==> src/rtl/dmaseq_pkg.sv <==
// Shared types for the DMA request descriptor sequencer.
// Assumes an 8-bit command byte whose bit layout is fixed by the descriptor
// producer: kind in [1:0], mode in 3, response in 4, forced interrupt in 7.
package dmaseq_pkg;

    localparam int unsigned CMD_W = 8;

    // Masks of the live command fields; all other bits are reserved.
    localparam logic [CMD_W-1:0] KIND_MASK  = 8'h03;
    localparam logic [CMD_W-1:0] BULK_MASK  = 8'h08;
    localparam logic [CMD_W-1:0] RSP_MASK   = 8'h10;
    localparam logic [CMD_W-1:0] FIRQ_MASK  = 8'h80;

    localparam int unsigned CC_OK       = 0;
    localparam int unsigned CC_BAD_KIND = 1;

    typedef enum logic [1:0] {
        XFER_NONE     = 2'd0,
        XFER_TO_DEV   = 2'd1,
        XFER_FROM_DEV = 2'd2,
        XFER_BAD      = 2'd3
    } xfer_kind_e;

    typedef struct packed {
        xfer_kind_e kind;
        logic       moves_data;
        logic       bulk;
        logic       want_rsp;
        logic       force_irq;
        logic       bad;
    } cmd_info_t;

    typedef enum logic [2:0] {
        ST_IDLE,
        ST_PRE,
        ST_ISSUE,
        ST_WAIT,
        ST_POST,
        ST_BELL,
        ST_RESP
    } seq_state_e;

endpackage

==> src/rtl/dmaseq_cmd_decode.sv <==
// Command byte decoder.
// Turns the packed command byte into the flags the sequencer acts on.
// Purely combinational; reserved bits are masked away and never reach a flag.
module dmaseq_cmd_decode
    import dmaseq_pkg::*;
(
    input  logic [CMD_W-1:0] cmd,
    output cmd_info_t        info
);

    logic [1:0] kind_bits;

    // Field extraction through the live-bit masks.
    always_comb begin
        kind_bits       = 2'(cmd & KIND_MASK);
        info.kind       = xfer_kind_e'(kind_bits);
        info.bad        = (kind_bits == 2'd3);
        info.moves_data = (kind_bits == 2'd1) || (kind_bits == 2'd2);
        info.bulk       = |(cmd & BULK_MASK);
        info.force_irq  = |(cmd & FIRQ_MASK);
        info.want_rsp   = (|(cmd & RSP_MASK)) || info.bad;
    end

endmodule

==> src/rtl/dmaseq_outstanding.sv <==
// Up/down counter of transfers in flight for one direction.
// Assumes the sequencer never retires more transfers than it issued;
// the checks below guard both ends of the range.
module dmaseq_outstanding #(
    parameter int unsigned CNT_W = 4
) (
    input  logic             clk,
    input  logic             rst_n,
    input  logic             inc,
    input  logic             dec,
    output logic [CNT_W-1:0] count
);

    // Track issue and retirement; simultaneous events cancel.
    always_ff @(posedge clk) begin
        if (!rst_n) begin
            count <= '0;
        end else if (inc && !dec) begin
            count <= count + 1'b1;
        end else if (dec && !inc) begin
            count <= count - 1'b1;
        end
    end

    p_no_underflow_r10: assert property (@(posedge clk) disable iff (!rst_n)
        (dec && !inc) |-> (count != '0));

    p_no_overflow_r10: assert property (@(posedge clk) disable iff (!rst_n)
        (inc && !dec) |-> (count != '1));

endmodule

==> src/rtl/dma_req_sequencer.sv <==
// DMA request descriptor sequencer.
// Accepts one descriptor when idle and walks it through the pre-sync gate,
// DMA issue and completion, post-sync semaphore, doorbell, response and
// interrupt stages, skipping the ones the descriptor does not ask for.
// Assumes each neighbour holds its acknowledge for one cycle per request and
// that the DMA engine reports done only for an accepted transfer.
module dma_req_sequencer
    import dmaseq_pkg::*;
#(
    parameter int unsigned ADDR_W = 64,
    parameter int unsigned LEN_W  = 32,
    parameter int unsigned ID_W   = 16,
    parameter int unsigned CODE_W = 16,
    parameter int unsigned CNT_W  = 4
) (
    input  logic              clk,
    input  logic              rst_n,
    input  logic              cfg_force_irq_en,
    input  logic              cfg_rsp_irq_en,
    input  logic              req_valid,
    output logic              req_ready,
    input  logic [ID_W-1:0]   req_id,
    input  logic [CMD_W-1:0]  req_cmd,
    input  logic [ADDR_W-1:0] req_src,
    input  logic [ADDR_W-1:0] req_dst,
    input  logic [LEN_W-1:0]  req_len,
    input  logic              req_presync,
    input  logic              req_postsync,
    input  logic              req_bell,
    output logic              sem_pre_req,
    input  logic              sem_pre_ack,
    output logic              dma_valid,
    input  logic              dma_ready,
    output logic              dma_to_dev,
    output logic              dma_bulk,
    output logic [ADDR_W-1:0] dma_src,
    output logic [ADDR_W-1:0] dma_dst,
    output logic [LEN_W-1:0]  dma_len,
    input  logic              dma_done,
    output logic              sem_post_req,
    input  logic              sem_post_ack,
    output logic              bell_req,
    input  logic              bell_ack,
    output logic              rsp_valid,
    input  logic              rsp_ready,
    output logic [ID_W-1:0]   rsp_id,
    output logic [CODE_W-1:0] rsp_code,
    output logic              msi_pulse,
    output logic [CNT_W-1:0]  busy_to_dev,
    output logic [CNT_W-1:0]  busy_from_dev
);

    localparam int unsigned NUM_DIR = 2;

    seq_state_e        state_q, state_d;
    logic              idle, accept, finish;
    logic [ID_W-1:0]   id_q;
    logic [CMD_W-1:0]  cmd_q, cmd_sel;
    logic [ADDR_W-1:0] src_q, dst_q;
    logic [LEN_W-1:0]  len_q;
    logic              pre_q, post_q, bell_q;
    logic              pre_sel, post_sel, bell_sel;
    logic              en_pre, en_xfer, en_post, en_bell, en_rsp;
    seq_state_e        after_bell, after_post, after_xfer, after_pre, from_idle;
    logic              msi_q;
    logic              issue_fire, retire_fire;
    cmd_info_t         info;

    assign idle      = (state_q == ST_IDLE);
    assign accept    = req_valid && idle;
    assign req_ready = idle;

    // While idle the incoming descriptor is decoded, otherwise the held one.
    assign cmd_sel  = idle ? req_cmd      : cmd_q;
    assign pre_sel  = idle ? req_presync  : pre_q;
    assign post_sel = idle ? req_postsync : post_q;
    assign bell_sel = idle ? req_bell     : bell_q;

    dmaseq_cmd_decode u_decode (
        .cmd  (cmd_sel),
        .info (info)
    );

    // Stage enables; an illegal kind suppresses every optional stage.
    assign en_pre  = pre_sel  && !info.bad;
    assign en_xfer = info.moves_data;
    assign en_post = post_sel && !info.bad;
    assign en_bell = bell_sel && !info.bad;
    assign en_rsp  = info.want_rsp;

    // Skip chain: the first enabled stage after each point in the order.
    assign after_bell = en_rsp  ? ST_RESP  : ST_IDLE;
    assign after_post = en_bell ? ST_BELL  : after_bell;
    assign after_xfer = en_post ? ST_POST  : after_post;
    assign after_pre  = en_xfer ? ST_ISSUE : after_xfer;
    assign from_idle  = en_pre  ? ST_PRE   : after_pre;

    // Next-state selection driven by each neighbour's acknowledge.
    always_comb begin
        state_d = state_q;
        case (state_q)
            ST_IDLE:  if (accept)       state_d = from_idle;
            ST_PRE:   if (sem_pre_ack)  state_d = after_pre;
            ST_ISSUE: if (dma_ready)    state_d = ST_WAIT;
            ST_WAIT:  if (dma_done)     state_d = after_xfer;
            ST_POST:  if (sem_post_ack) state_d = after_post;
            ST_BELL:  if (bell_ack)     state_d = after_bell;
            ST_RESP:  if (rsp_ready)    state_d = ST_IDLE;
            default:                    state_d = ST_IDLE;
        endcase
    end

    // A request finishes when the block returns to idle, including same-cycle.
    assign finish = (state_d == ST_IDLE) && (!idle || accept);

    // Sequencer state register.
    always_ff @(posedge clk) begin
        if (!rst_n) state_q <= ST_IDLE;
        else        state_q <= state_d;
    end

    // Descriptor capture on acceptance.
    always_ff @(posedge clk) begin
        if (!rst_n) begin
            id_q   <= '0;
            cmd_q  <= '0;
            src_q  <= '0;
            dst_q  <= '0;
            len_q  <= '0;
            pre_q  <= 1'b0;
            post_q <= 1'b0;
            bell_q <= 1'b0;
        end else if (accept) begin
            id_q   <= req_id;
            cmd_q  <= req_cmd;
            src_q  <= req_src;
            dst_q  <= req_dst;
            len_q  <= req_len;
            pre_q  <= req_presync;
            post_q <= req_postsync;
            bell_q <= req_bell;
        end
    end

    // Interrupt decision at completion, presented one cycle later.
    always_ff @(posedge clk) begin
        if (!rst_n) msi_q <= 1'b0;
        else        msi_q <= finish && ((cfg_rsp_irq_en && en_rsp) ||
                                        (cfg_force_irq_en && info.force_irq));
    end

    assign sem_pre_req  = (state_q == ST_PRE);
    assign dma_valid    = (state_q == ST_ISSUE);
    assign sem_post_req = (state_q == ST_POST);
    assign bell_req     = (state_q == ST_BELL);
    assign rsp_valid    = (state_q == ST_RESP);
    assign dma_to_dev   = (info.kind == XFER_TO_DEV);
    assign dma_bulk     = info.bulk;
    assign dma_src      = src_q;
    assign dma_dst      = dst_q;
    assign dma_len      = len_q;
    assign rsp_id       = id_q;
    assign rsp_code     = info.bad ? CODE_W'(CC_BAD_KIND) : CODE_W'(CC_OK);
    assign msi_pulse    = msi_q;

    assign issue_fire  = dma_valid && dma_ready;
    assign retire_fire = (state_q == ST_WAIT) && dma_done;

    logic [NUM_DIR-1:0] cnt_inc, cnt_dec;
    logic [CNT_W-1:0]   cnt_val [NUM_DIR];

    // One in-flight counter per direction: index 0 to device, 1 from device.
    for (genvar g = 0; g < NUM_DIR; g++) begin : g_dir
        localparam logic DIR_TO = (g == 0);
        assign cnt_inc[g] = issue_fire  && (dma_to_dev == DIR_TO);
        assign cnt_dec[g] = retire_fire && (dma_to_dev == DIR_TO);
        dmaseq_outstanding #(.CNT_W(CNT_W)) u_cnt (
            .clk   (clk),
            .rst_n (rst_n),
            .inc   (cnt_inc[g]),
            .dec   (cnt_dec[g]),
            .count (cnt_val[g])
        );
    end

    assign busy_to_dev   = cnt_val[0];
    assign busy_from_dev = cnt_val[1];

    p_dma_hold_r12: assert property (@(posedge clk) disable iff (!rst_n)
        (dma_valid && !dma_ready) |=> (dma_valid && $stable(dma_src) &&
                                       $stable(dma_len) && $stable(dma_to_dev)));

    p_rsp_hold_r12: assert property (@(posedge clk) disable iff (!rst_n)
        (rsp_valid && !rsp_ready) |=> (rsp_valid && $stable(rsp_id) && $stable(rsp_code)));

    p_no_bad_dma_r7: assert property (@(posedge clk) disable iff (!rst_n)
        dma_valid |-> !info.bad);

    p_bell_after_post_r9: assert property (@(posedge clk) disable iff (!rst_n)
        ($rose(bell_req) && post_q) |-> $past(sem_post_req));

    p_msi_cause_r4: assert property (@(posedge clk) disable iff (!rst_n)
        msi_pulse |-> $past(cfg_rsp_irq_en || cfg_force_irq_en));

    p_busy_after_issue_r10: assert property (@(posedge clk) disable iff (!rst_n)
        (issue_fire && dma_to_dev) |=> (busy_to_dev != '0));

endmodule

==> config.mk <==
export PLATFORM = sky130hd
export DESIGN_NAME = dma_req_sequencer
export DESIGN_NICKNAME = d
export VERILOG_FILES = /design/src/rtl/dmaseq_pkg.sv /design/src/rtl/dmaseq_cmd_decode.sv /design/src/rtl/dmaseq_outstanding.sv /design/src/rtl/dma_req_sequencer.sv
export SDC_FILE = /design/constraint.sdc
export NUM_CORES = 1
export LEC_CHECK = 0
export ABC_AREA = 1
export CAP_MARGIN = 0
export CORE_AREA = 8 8 151 153
export CTS_CLUSTER_SIZE = 24
export DETAILED_ROUTE_END_ITERATION = 8
export DIE_AREA = 0 0 159 161
export PLACE_DENSITY = 0.76
export SLEW_MARGIN = 20
export SYNTH_ARGS = -nofsm -noshare
export SYNTH_HDL_FRONTEND = slang
export SYNTH_SLANG_ARGS = --single-unit
==> constraint.sdc <==
create_clock -name clk -period 7.4 [get_ports clk]
set_input_delay 1.48 -clock clk [delete_from_list [all_inputs] [get_ports clk]]
set_output_delay 1.48 -clock clk [all_outputs]
set_load 0.02 [all_outputs]
==> results.ini, run 1 <==
[run_status]
status = finished, final reports clean

[logic_synthesis]
yosys.area_share.adder_pct = 1.86
syn_avg_cell_area_sq_um = 7.65
netlist.area_leader.share_pct = 52.2
synth_xor_area_share_pct = 0.932
synth-warning-count = 0
synth_top_cell_by_area = dfxtp_1
synth.distinct_cells = 30
ys_seq_elements = 196
synth_simple_gate_area_share_pct = 23.1
synth_area_sq_um = 7520
syn_inst = 983
synthTopCellsByArea = dfxtp_1 (52%), nor2_1 (19%), o21ai_0 (11%)
synth_top_family_by_area = simple AND/OR/NAND/NOR gates
muxShareOfSynthArea_pct = 0
ys_seq_area_share_pct = 52.2
synth_compound_area_share_pct = 14.3

[routing]
detail-route-antenna-nets = 0
first_pass_iters = 4
vias_per_cell = 4.70
drt_iter0_drc = 514
drcViolationCount = 0
post_drt_wl_per_cell_microns = 16.6
wl_mm = 26.8
dr_total_vias = 7622

[timing]
fin_crit_ps = 4710
relSlewSlack_pct = 33.0
finalHoldViolCount = 0
skew_ps = 18.6
drv_slew = 0
fmax_mhz = 212
fin_crit_sh_pct = 63.6
fin_setup_tns_ps = 0
rsz0062_at_grt = no
tightest_slew_ps = 1010
setup_viol = 0

[run]
cap_violations = 0

[power]
power_leakage_uw = 0.00502
power_density_nw_per_um2 = 351
peakVddDrop_mv = 0.168

[placed_design]
port_buffers = 388
hpwl_mm = 19.4
post-place-cells = 1588
gp_congestion = 0.882

[global_routing]
grt_use_total_pct = 20.5
grt.overflow.total = 0
grt_pass1_vias = 7711
antenna_found_initial = 1
grt_max_degree = 112
grt_pass1_wl_mm = 42.6

[clocking]
cts_hold_buf = 0
cts_root_buf = clkbuf_16
cts_tree = built
clkTransAtPathRegs_ps = 70
cts_buffers = 17
cts_htree_levels = 4
cts.sink_count = 196
clock_latency_ps = 430
cts-resized-gates = 0
cts_setup_buffers = 0
clockBufferDepth = 2

[critical_path]
cp-end-kind = primary output
cp.required_ps = 5920
worstPathMaxFanout = 4
worstPathArrival_ps = 3230
path_class = primary input to primary output
critPathLaunchType = primary input
r2r_slack_ps = 4270

[floorplan]
std_cell_rows = 53
ioPinCount = 407
core_sq_um = 20600
die_w_microns = 159
dieHeight_microns = 161
die_area_sq_um = 25600
start_util_pct = 36.6

[cells_and_area]
instances_no_fill = 1620
final_nets = 1540
nFillCells = 1836
antennaDiodeCount = 0
drive_gt1_share_pct = 3.49
syn2layout_area_growth_pct = 59.4

[worst_hold_path]
hold_path_class = flop to flop

-- critical path, stage by stage --
cell,delay (ps)
clkdlybuf4s50_1,450
inv_1,40
o21ai_0,340
inv_1,80
ha_1,250
clkdlybuf4s50_1,570
-- registers in the layout, indices dropped and copies added, names as in the netlist --
name / flops
rsp_id: 16
dma_len: 32
msi_pulse: 1
cmd_q: 5
dma_src: 64
dma_dst: 64
post_q: 1
state_q: 3
pre_q: 1
bell_q: 1
g_dir.u_cnt.count: 8
-- per-layer routing --
| layer | part of all wire [%] | up-vias | wire length, microns | track usage [%] |
|---|---|---|---|---|
| met3 | 9.3 | 37 | 2500 | 7.94 |
| met4 | 2.2 | 2 | 584 | 6.78 |
| met5 | 0.037 | - | 10 | 0 |
| li1 | - | 3792 | - | - |
| met1 | 39 | 3512 | 10600 | 22.9 |
| met2 | 49 | 279 | 13200 | 35.2 |
-- report_power, final --
part | internal [uW] | total (uW) | leakage [uW] | switching (uW)
Clock | 485 | 924 | 0.000290 | 439
Combinational | 743 | 1820 | 0.00311 | 1080
Sequential | 1320 | 1460 | 0.00162 | 132
-- logic make-up (layout without fill, tap and decap cells) --
| group | after synthesis | count (layout) |
|---|---|---|
| compound gates | 211 | 211 |
| xor+xnor | 8 | 8 |
| fa+ha+maj | 10 | 10 |
| buf+inv | 113 | 461 |
| flops | 196 | 196 |
| other cells | 1 | 15 |
| simple gates | 444 | 444 |
-- synth_stat cells (all sizes together) --
cell type and count:
o21ai 192, buf 48, dfxtp 196, nor3 2, clkinv 1, inv 36
and3 2, xor2 8, conb 1, o221a 1, nand3b 2, clkbuf 28
a21oi 14, ha 8, a211oi 2, a21boi 1, o211ai 1, nand3 13
fa 2, nor2 382, nand2 43
-- cell type report --
| cell class | count | area (sq um) | area share (%) |
|---|---|---|---|
| Clock buffer | 18 | 439 | 3.67 |
| Clock inverter | 14 | 143 | 1.19 |
| Inverter | 37 | 144 | 1.20 |
| Multi-Input combinational cell | 688 | 3080 | 25.7 |
| Sequential cell | 196 | 3920 | 32.7 |
| Tap cell | 275 | 344 | 2.87 |
| Timing Repair Buffer | 392 | 3910 | 32.6 |
-- cell usage in the layout (no fill, tap or decap), types with 2 or more instances in the layout --
master / synthesis / routed
and3_1: 2 / 2
nand3_2: 2 / 2
inv_2: 2 / 2
clkdlybuf4s50_1: 0 / 387
nand2_1: 42 / 42
nand3_1: 11 / 11
ha_1: 8 / 8
buf_4: 26 / 5
a211oi_1: 2 / 2
clkinv_4: 0 / 3
nand3b_1: 2 / 2
a21oi_1: 14 / 14
nor2_1: 379 / 379
inv_1: 33 / 33
xor2_1: 8 / 8
dfxtp_1: 196 / 196
o21ai_1: 20 / 20
clkbuf_16: 0 / 17
nor2_4: 3 / 3
clkinv_2: 0 / 3
conb_1: 1 / 15
inv_6: 0 / 6
fa_1: 2 / 2
o21ai_0: 172 / 172
nor3_1: 2 / 2
-- metrics by stage --
| step | total power [uW] | utilization (%) | instance area [sq um] | setup slack [ps] | hold WS (ps) |
|---|---|---|---|---|---|
| 3_5_place_dp | 3310 | 55.5 | 11400 | 2680 | 445 |
| 3_3_place_gp | 3290 | 55.5 | 11400 | 2710 | 438 |
| 2_1_floorplan | 2510 | - | 7570 | 3880 | 424 |
| 4_1_cts | 4250 | 58.3 | 12000 | 2680 | 454 |
| 5_1_grt | 4480 | 58.3 | 12000 | 2600 | 479 |
| 6_report | 4200 | 58.3 | 12000 | 2690 | 450 |
-- final timing paths --
kind              depth (start not counted)                  start                              endpoint
setup / recovery                          6             req_cmd[1]                            dma_to_dev
hold / removal                            2  cmd_q[3]$_SDFFE_PN0P_                 cmd_q[3]$_SDFFE_PN0P_
setup reg to reg                         15  state_q[2]$_SDFF_PN0_  g_dir[0].u_cnt.count[3]$_SDFFE_PN0P_
hold reg to reg                           2  cmd_q[3]$_SDFFE_PN0P_                 cmd_q[3]$_SDFFE_PN0P_
(Power assumes the default switching activity.)
==> run 2, diff against run 1 <==
--- a/config.mk
+++ b/config.mk
@@ -7,11 +7,11 @@
 export LEC_CHECK = 0
 export ABC_AREA = 1
 export CAP_MARGIN = 0
-export CORE_AREA = 8 8 151 153
+export CORE_MARGIN = 8
+export CORE_UTILIZATION = 35
 export CTS_CLUSTER_SIZE = 24
 export DETAILED_ROUTE_END_ITERATION = 8
-export DIE_AREA = 0 0 159 161
-export PLACE_DENSITY = 0.76
+export PLACE_DENSITY = 0.75
 export SLEW_MARGIN = 20
 export SYNTH_ARGS = -nofsm -noshare
 export SYNTH_HDL_FRONTEND = slang
==> constraint.sdc (replaced) <==
create_clock -name clk -period 3.85 [get_ports clk]
set_input_delay 0.77 -clock clk [delete_from_list [all_inputs] [get_ports clk]]
set_output_delay 0.77 -clock clk [all_outputs]
set_load 0.02 [all_outputs]
==> run 2 against run 1 <==
Net effect: via count is 0.63% lower; clock skew down 4.2 ps; critical path depth unchanged; first-iteration DRC count down 12%; power grew 92%.
==> results.ini, run 2 (same netlist as run 1, synthesis figures left out) <==
[routing]
post_drt_wl_per_cell_microns = 16.4  ; was 16.6 microns
vias_per_cell = 4.68  ; was 4.70
dr_total_vias = 7574  ; was 7622
detail-route-antenna-nets = 0  ; unchanged
drt_iter0_drc = 451  ; was 514
first_pass_iters = 4  ; unchanged
drcViolationCount = 0  ; unchanged
wl_mm = 26.6  ; was 26.8 mm

[timing]
drv_slew = 0  ; unchanged
skew_ps = 14.4  ; was 18.6 ps
fin_setup_tns_ps = 0  ; unchanged
tightest_slew_ps = 803  ; was 1010 ps
setup_viol = 0  ; unchanged
fin_crit_sh_pct = 84.3
rsz0062_at_grt = no  ; unchanged
relSlewSlack_pct = 46.4  ; was 33.0%
finalHoldViolCount = 0  ; unchanged
fin_crit_ps = 3250
fmax_mhz = 308

[critical_path]
worstPathMaxFanout = 4  ; unchanged
r2r-start = state_q[0]$_SDFF_PN0_  ; was state_q[2]$_SDFF_PN0_
path_cells = clkdlybuf4s50_1, inv_1, o21ai_0, inv_1, ha_1, clkdlybuf4s50_1  ; unchanged
cp_num_buf_inv = 4  ; unchanged
crit_slowest_cell = clkdlybuf4s50_1  ; unchanged
critPathLaunchType = primary input  ; unchanged
cpLargestDelayFamily = buffers and inverters  ; unchanged
setup.worst_path.start = req_cmd[1]  ; unchanged
worstPathArrival_ps = 2480  ; was 3230 ps
cp-end-kind = primary output  ; unchanged
cp.required_ps = 3080  ; was 5920 ps
path_class = primary input to primary output  ; unchanged
slowest_delay_ps = 570  ; about the same

[floorplan]
ioPinCount = 407  ; unchanged
die_w_microns = 163  ; was 159 microns
std_cell_rows = 53  ; unchanged
dieHeight_microns = 163  ; was 161 microns
start_util_pct = 35.8  ; was 36.6%
core_sq_um = 21000  ; was 20600 sq um
die_area_sq_um = 26400  ; was 25600 sq um

[clocking]
cts_root_buf = clkbuf_16  ; unchanged
clock_latency_ps = 430  ; about the same
cts-resized-gates = 0  ; unchanged
clockBufferDepth = 2  ; unchanged
cts_setup_buffers = 0  ; unchanged
cts_htree_levels = 4  ; unchanged
clkTransAtPathRegs_ps = 60  ; was 70 ps
cts_tree = built  ; unchanged
cts.sink_count = 196  ; unchanged
cts_hold_buf = 0  ; unchanged
cts_buffers = 17  ; unchanged

[placed_design]
port_buffers = 388  ; unchanged
post-place-cells = 1588  ; unchanged
hpwl_mm = 19.2  ; was 19.4 mm
gp_congestion = 0.855  ; was 0.882

[run_status]
status = finished, final reports clean  ; unchanged

[cells_and_area]
instances_no_fill = 1620  ; unchanged
final_nets = 1540  ; unchanged
layout_common_cells = clkdlybuf4s50_1 (387), nor2_1 (379), dfxtp_1 (196), o21ai_0 (172), nand2_1 (42)  ; unchanged
antennaDiodeCount = 0  ; unchanged
syn2layout_area_growth_pct = 59.7  ; was 59.4%
fin_util_pct = 57.1  ; was 58.3%
drive_gt1_share_pct = 3.42  ; was 3.49%
layout_commonest_cell = clkdlybuf4s50_1  ; unchanged

[worst_hold_path]
hold_path_class = flop to flop  ; unchanged
min-delay-start = bell_q$_SDFFE_PN0P_  ; was cmd_q[3]$_SDFFE_PN0P_

[global_routing]
grt.overflow.total = 0  ; unchanged
grt_use_total_pct = 19.1  ; was 20.5%
grt_max_degree = 182  ; was 112
grt_pass1_wl_mm = 40.2  ; was 42.6 mm
grt_pass1_vias = 7349  ; was 7711
antenna_found_initial = 0  ; was 1

[power]
total_power_uw = 8050  ; was 4200 uW
peakVddDrop_mv = 0.328  ; was 0.168 mV
power_leakage_uw = 0.00502  ; about the same
power_density_nw_per_um2 = 670  ; was 351 nW/um^2

[run]
cap_violations = 0  ; unchanged

-- run 2: path summary, 6_finish.rpt --
kind | cells past startpoint | slack, ps | end
worst min register to register | 2 | 460 | bell_q$_SDFFE_PN0P_
worst max-delay path | 6 | 600 | dma_to_dev
worst max register to register | 16 | 880 | g_dir[0].u_cnt.count[3]$_SDFFE_PN0P_
worst min-delay path | 2 | 460 | bell_q$_SDFFE_PN0P_
-- run 2: per-stage QoR --
step           cell area, sq um  setup WS, ps  hold slack (ps)
5_1_grt                   12000           480              476
4_1_cts                   12000           595              459
3_3_place_gp              11400           411              436
6_report                  12000           604              456
3_5_place_dp              11400           336              448
2_1_floorplan              7570           954              424
-- run 2: per-layer routing --
metal	up-vias	GRT usage (%)	share of wire, %
met5	-	0	0
met4	0	5.92	1.8
met3	26	7.13	9.1
met2	258	33.1	50
met1	3487	21.3	39
li1	3803	-	-
-- run 2: cell type report --
type,instances,area [sq um]
fill,1885,9020
inverter,37,144
timing repair buffer,392,3950
tap,275,344
multi-input combinational,688,3080
sequential,196,3920
clock buffer,18,429
clock inverter,14,139
-- run 2: power by group --
| group | switching, uW | internal (uW) | leakage [uW] |
|---|---|---|---|
| sequential | 252 | 2540 | 0.00162 |
| clock | 868 | 864 | 0.000274 |
| combinational | 2080 | 1440 | 0.00312 |
| total | 3200 | 4850 | 0.00502 |
-- run 2: worst min-delay path: cells and delay by family, from the launching register on --
family / cells / cell delay [ps]
AO/OA/AOI/OAI: 1 / 60
buffers and inverters: 1 / 50
flip-flops: 1 / 300
==> run 3, diff against run 2 <==
--- a/config.mk
+++ b/config.mk
@@ -7,10 +7,10 @@
 export LEC_CHECK = 0
 export ABC_AREA = 1
 export CAP_MARGIN = 0
-export CORE_MARGIN = 8
-export CORE_UTILIZATION = 35
+export CORE_AREA = 8 8 152 154
 export CTS_CLUSTER_SIZE = 24
 export DETAILED_ROUTE_END_ITERATION = 8
+export DIE_AREA = 0 0 160 162
 export PLACE_DENSITY = 0.75
 export SLEW_MARGIN = 20
 export SYNTH_ARGS = -nofsm -noshare
==> constraint.sdc (replaced) <==
create_clock -name clk -period 3.2 [get_ports clk]
set_input_delay 0.64 -clock clk [delete_from_list [all_inputs] [get_ports clk]]
set_output_delay 0.64 -clock clk [all_outputs]
set_load 0.02 [all_outputs]
==> run 3 against run 2 <==
Net effect: wire length up 0.51%; sequential share of layout area down 0.26 points; clock skew down 3.7 ps; flip-flop and latch count unchanged; first-iteration DRC count up 17%.
==> results.ini, run 3 (same netlist as run 1, synthesis figures left out) <==
[run_status]
status = finished, final reports clean  ; unchanged

[placed_design]
port_buffers = 388  ; unchanged
gp_congestion = 0.891  ; was 0.855
hpwl_mm = 19.5  ; was 19.2 mm
post-place-cells = 1597  ; was 1588

[timing]
drv_slew = 0  ; unchanged
setup_viol = 0  ; unchanged
tightest_slew_ps = 533  ; was 803 ps
rsz0062_at_grt = no  ; unchanged
fin_crit_ps = 3030
relSlewSlack_pct = 64.5  ; was 46.4%
skew_ps = 10.6  ; was 14.4 ps
fin_crit_sh_pct = 94.7
finalHoldViolCount = 0  ; unchanged
fmax_mhz = 330
whs_ps = 454  ; was 456 ps

[global_routing]
grt.overflow.total = 0  ; unchanged
grt_pass1_wl_mm = 41.5  ; was 40.2 mm
antenna_found_initial = 0  ; unchanged
grt_max_degree = 108  ; was 182
grt_use_total_pct = 19.8  ; was 19.1%
grt_pass1_vias = 7492  ; was 7349

[worst_hold_path]
min-delay-start = cmd_q[3]$_SDFFE_PN0P_  ; was bell_q$_SDFFE_PN0P_
whs_path_depth = 2  ; unchanged
min_to = cmd_q[3]$_SDFFE_PN0P_  ; was bell_q$_SDFFE_PN0P_
hold_path_class = flop to flop  ; unchanged

[routing]
post_drt_wl_per_cell_microns = 16.4  ; about the same
drcViolationCount = 0  ; unchanged
detail-route-antenna-nets = 0  ; unchanged
wl_mm = 26.7  ; was 26.6 mm
drt_iter0_drc = 529  ; was 451
vias_per_cell = 4.63  ; was 4.68
dr_total_vias = 7542  ; was 7574
first_pass_iters = 5  ; was 4

[cells_and_area]
syn2layout_area_growth_pct = 61.1  ; was 59.7%
instances_no_fill = 1629  ; was 1620
layout_common_cells = clkdlybuf4s50_1 (387), nor2_1 (379), dfxtp_1 (195), o21ai_0 (171), nand2_1 (42)  ; was clkdlybuf4s50_1 (387), nor2_1 (379), dfxtp_1 (196), o21ai_0 (172), nand2_1 (42)
final_nets = 1549  ; was 1540
nFillCells = 1890  ; was 1885
drive_gt1_share_pct = 4.36  ; was 3.42%
antennaDiodeCount = 0  ; unchanged
layout_commonest_cell = clkdlybuf4s50_1  ; unchanged

[clocking]
cts_htree_levels = 4  ; unchanged
cts_buffers = 17  ; unchanged
clock_latency_ps = 420  ; was 430 ps
cts.sink_count = 196  ; unchanged
cts_root_buf = clkbuf_16  ; unchanged
clockBufferDepth = 2  ; unchanged
cts_tree = built  ; unchanged
clkTransAtPathRegs_ps = 80  ; was 60 ps

[critical_path]
critPathLaunchType = flop  ; was primary input
r2r-start = state_q[0]$_SDFF_PN0_  ; unchanged
cp.required_ps = 2560  ; was 3080 ps
cp-end-kind = primary output  ; unchanged
path_class = flop to primary output  ; was primary input to primary output
worstPathArrival_ps = 2390  ; was 2480 ps
r2r_slack_ps = 390  ; was 880 ps
worstReg2RegEnd = g_dir[0].u_cnt.count[3]$_SDFFE_PN0P_  ; unchanged
worstPathMaxFanout = 8  ; was 4
reg2reg_depth = 17  ; was 16

[floorplan]
core_sq_um = 20700  ; was 21000 sq um
dieHeight_microns = 162  ; was 163 microns
die_w_microns = 160  ; was 163 microns
ioPinCount = 407  ; unchanged
std_cell_rows = 53  ; unchanged
die_area_sq_um = 25900  ; was 26400 sq um
start_util_pct = 36.3  ; was 35.8%

[power]
clkPwrFrac_pct = 21.3  ; was 21.5%
peakVddDrop_mv = 0.400  ; was 0.328 mV
switching_power_uw = 3850  ; was 3200 uW
swShare_pct = 39.3  ; was 39.8%
combinationalPowerShare_pct = 44.3  ; was 43.8%
seqPwrFrac_pct = 34.4  ; was 34.7%
power_density_nw_per_um2 = 808  ; was 670 nW/um^2
power_leakage_uw = 0.00507  ; was 0.00502 uW
p_int_uw = 5930  ; was 4850 uW

[run]
cap_violations = 0  ; unchanged

## run 3: cell types whose count changed in the layout (fill, tap and decap cells not counted), moves of 2 or more
cell and delta:
buf_12 +2, buf_4 +7, clkbuf_8 +2, clkinv_8 -2
inv_6 -2
## run 3: power groups by stage
stage	Sequential (uW)	Clock [uW]	Combinational, uW
3_5_place_dp	3400	0	4350
4_1_cts	3360	2140	4370
2_1_floorplan	4090	0	1710
3_3_place_gp	3380	0	4300
5_1_grt	3440	2250	4710
6_report	3360	2080	4330
## run 3: routing by layer
metal  GRT usage [%]  part of all wire (%)  wire length, microns  vias to the layer above
met5               0                     0                     0                        -
met3            7.24                   8.7                  2320                       46
met4            8.84                   3.2                   854                        0
met2            32.6                    48                 12800                      272
li1                -                     -                     -                     3802
met1            22.7                    40                 10800                     3422
## run 3: layout make-up
class,count,area (sq um),area share [%]
clock buffers,20,457,3.77
clock inverters,12,109,0.899
inverters,37,148,1.22
multi-input cells,688,3080,25.5
flip-flops and latches,196,3930,32.4
well taps,275,344,2.84
repair buffers,401,4040,33.4
## run 3: what timing repair did
| action | CTS | global route |
|---|---|---|
| setup buffers | 0 | 0 |
| hold buffers | 0 | 0 |
| setup endpoints to repair | 1 | 4 |
| pin swaps | 0 | 1 |
| gates resized for setup | 1 | 4 |
## run 3: worst max-delay path: stages, from the launching register on
cell	delay (ps)
dfxtp_1	360
nor2_4	200
nand2_4	140
nand2_1	80
o21ai_0	70
buf_4	140
inv_1	50
ha_2	210
buf_4	120
clkdlybuf4s50_1	590
## run 3: how the worst max path moves through the flow
stage                          startpoint                                   end  cells past startpoint
global route        state_q[0]$_SDFF_PN0_                            dma_to_dev                      7
finish              state_q[0]$_SDFF_PN0_                            dma_to_dev                      9
detailed placement             req_cmd[1]  g_dir[1].u_cnt.count[3]$_SDFFE_PN0P_                     16
floorplan           state_q[0]$_SDFF_PN0_  g_dir[0].u_cnt.count[3]$_SDFFE_PN0P_                     16
CTS                 state_q[0]$_SDFF_PN0_                            dma_to_dev                      8
global placement               req_cmd[1]  g_dir[1].u_cnt.count[3]$_SDFFE_PN0P_                     15
## run 3: metrics by stage
step                cell area, sq um  setup TNS [ps]  utilization, %  total power, uW  worst slack, ps
finish                         12100               0            58.5             9780              169
global route                   12100               0            58.5            10400             1.15
CTS                            12100               0            58.5             9870             3.95
detailed placement             11500           -81.8            55.7             7750            -42.6
global placement               11500               0            55.7             7680             7.24
floorplan                       7570               0               -             5800              304
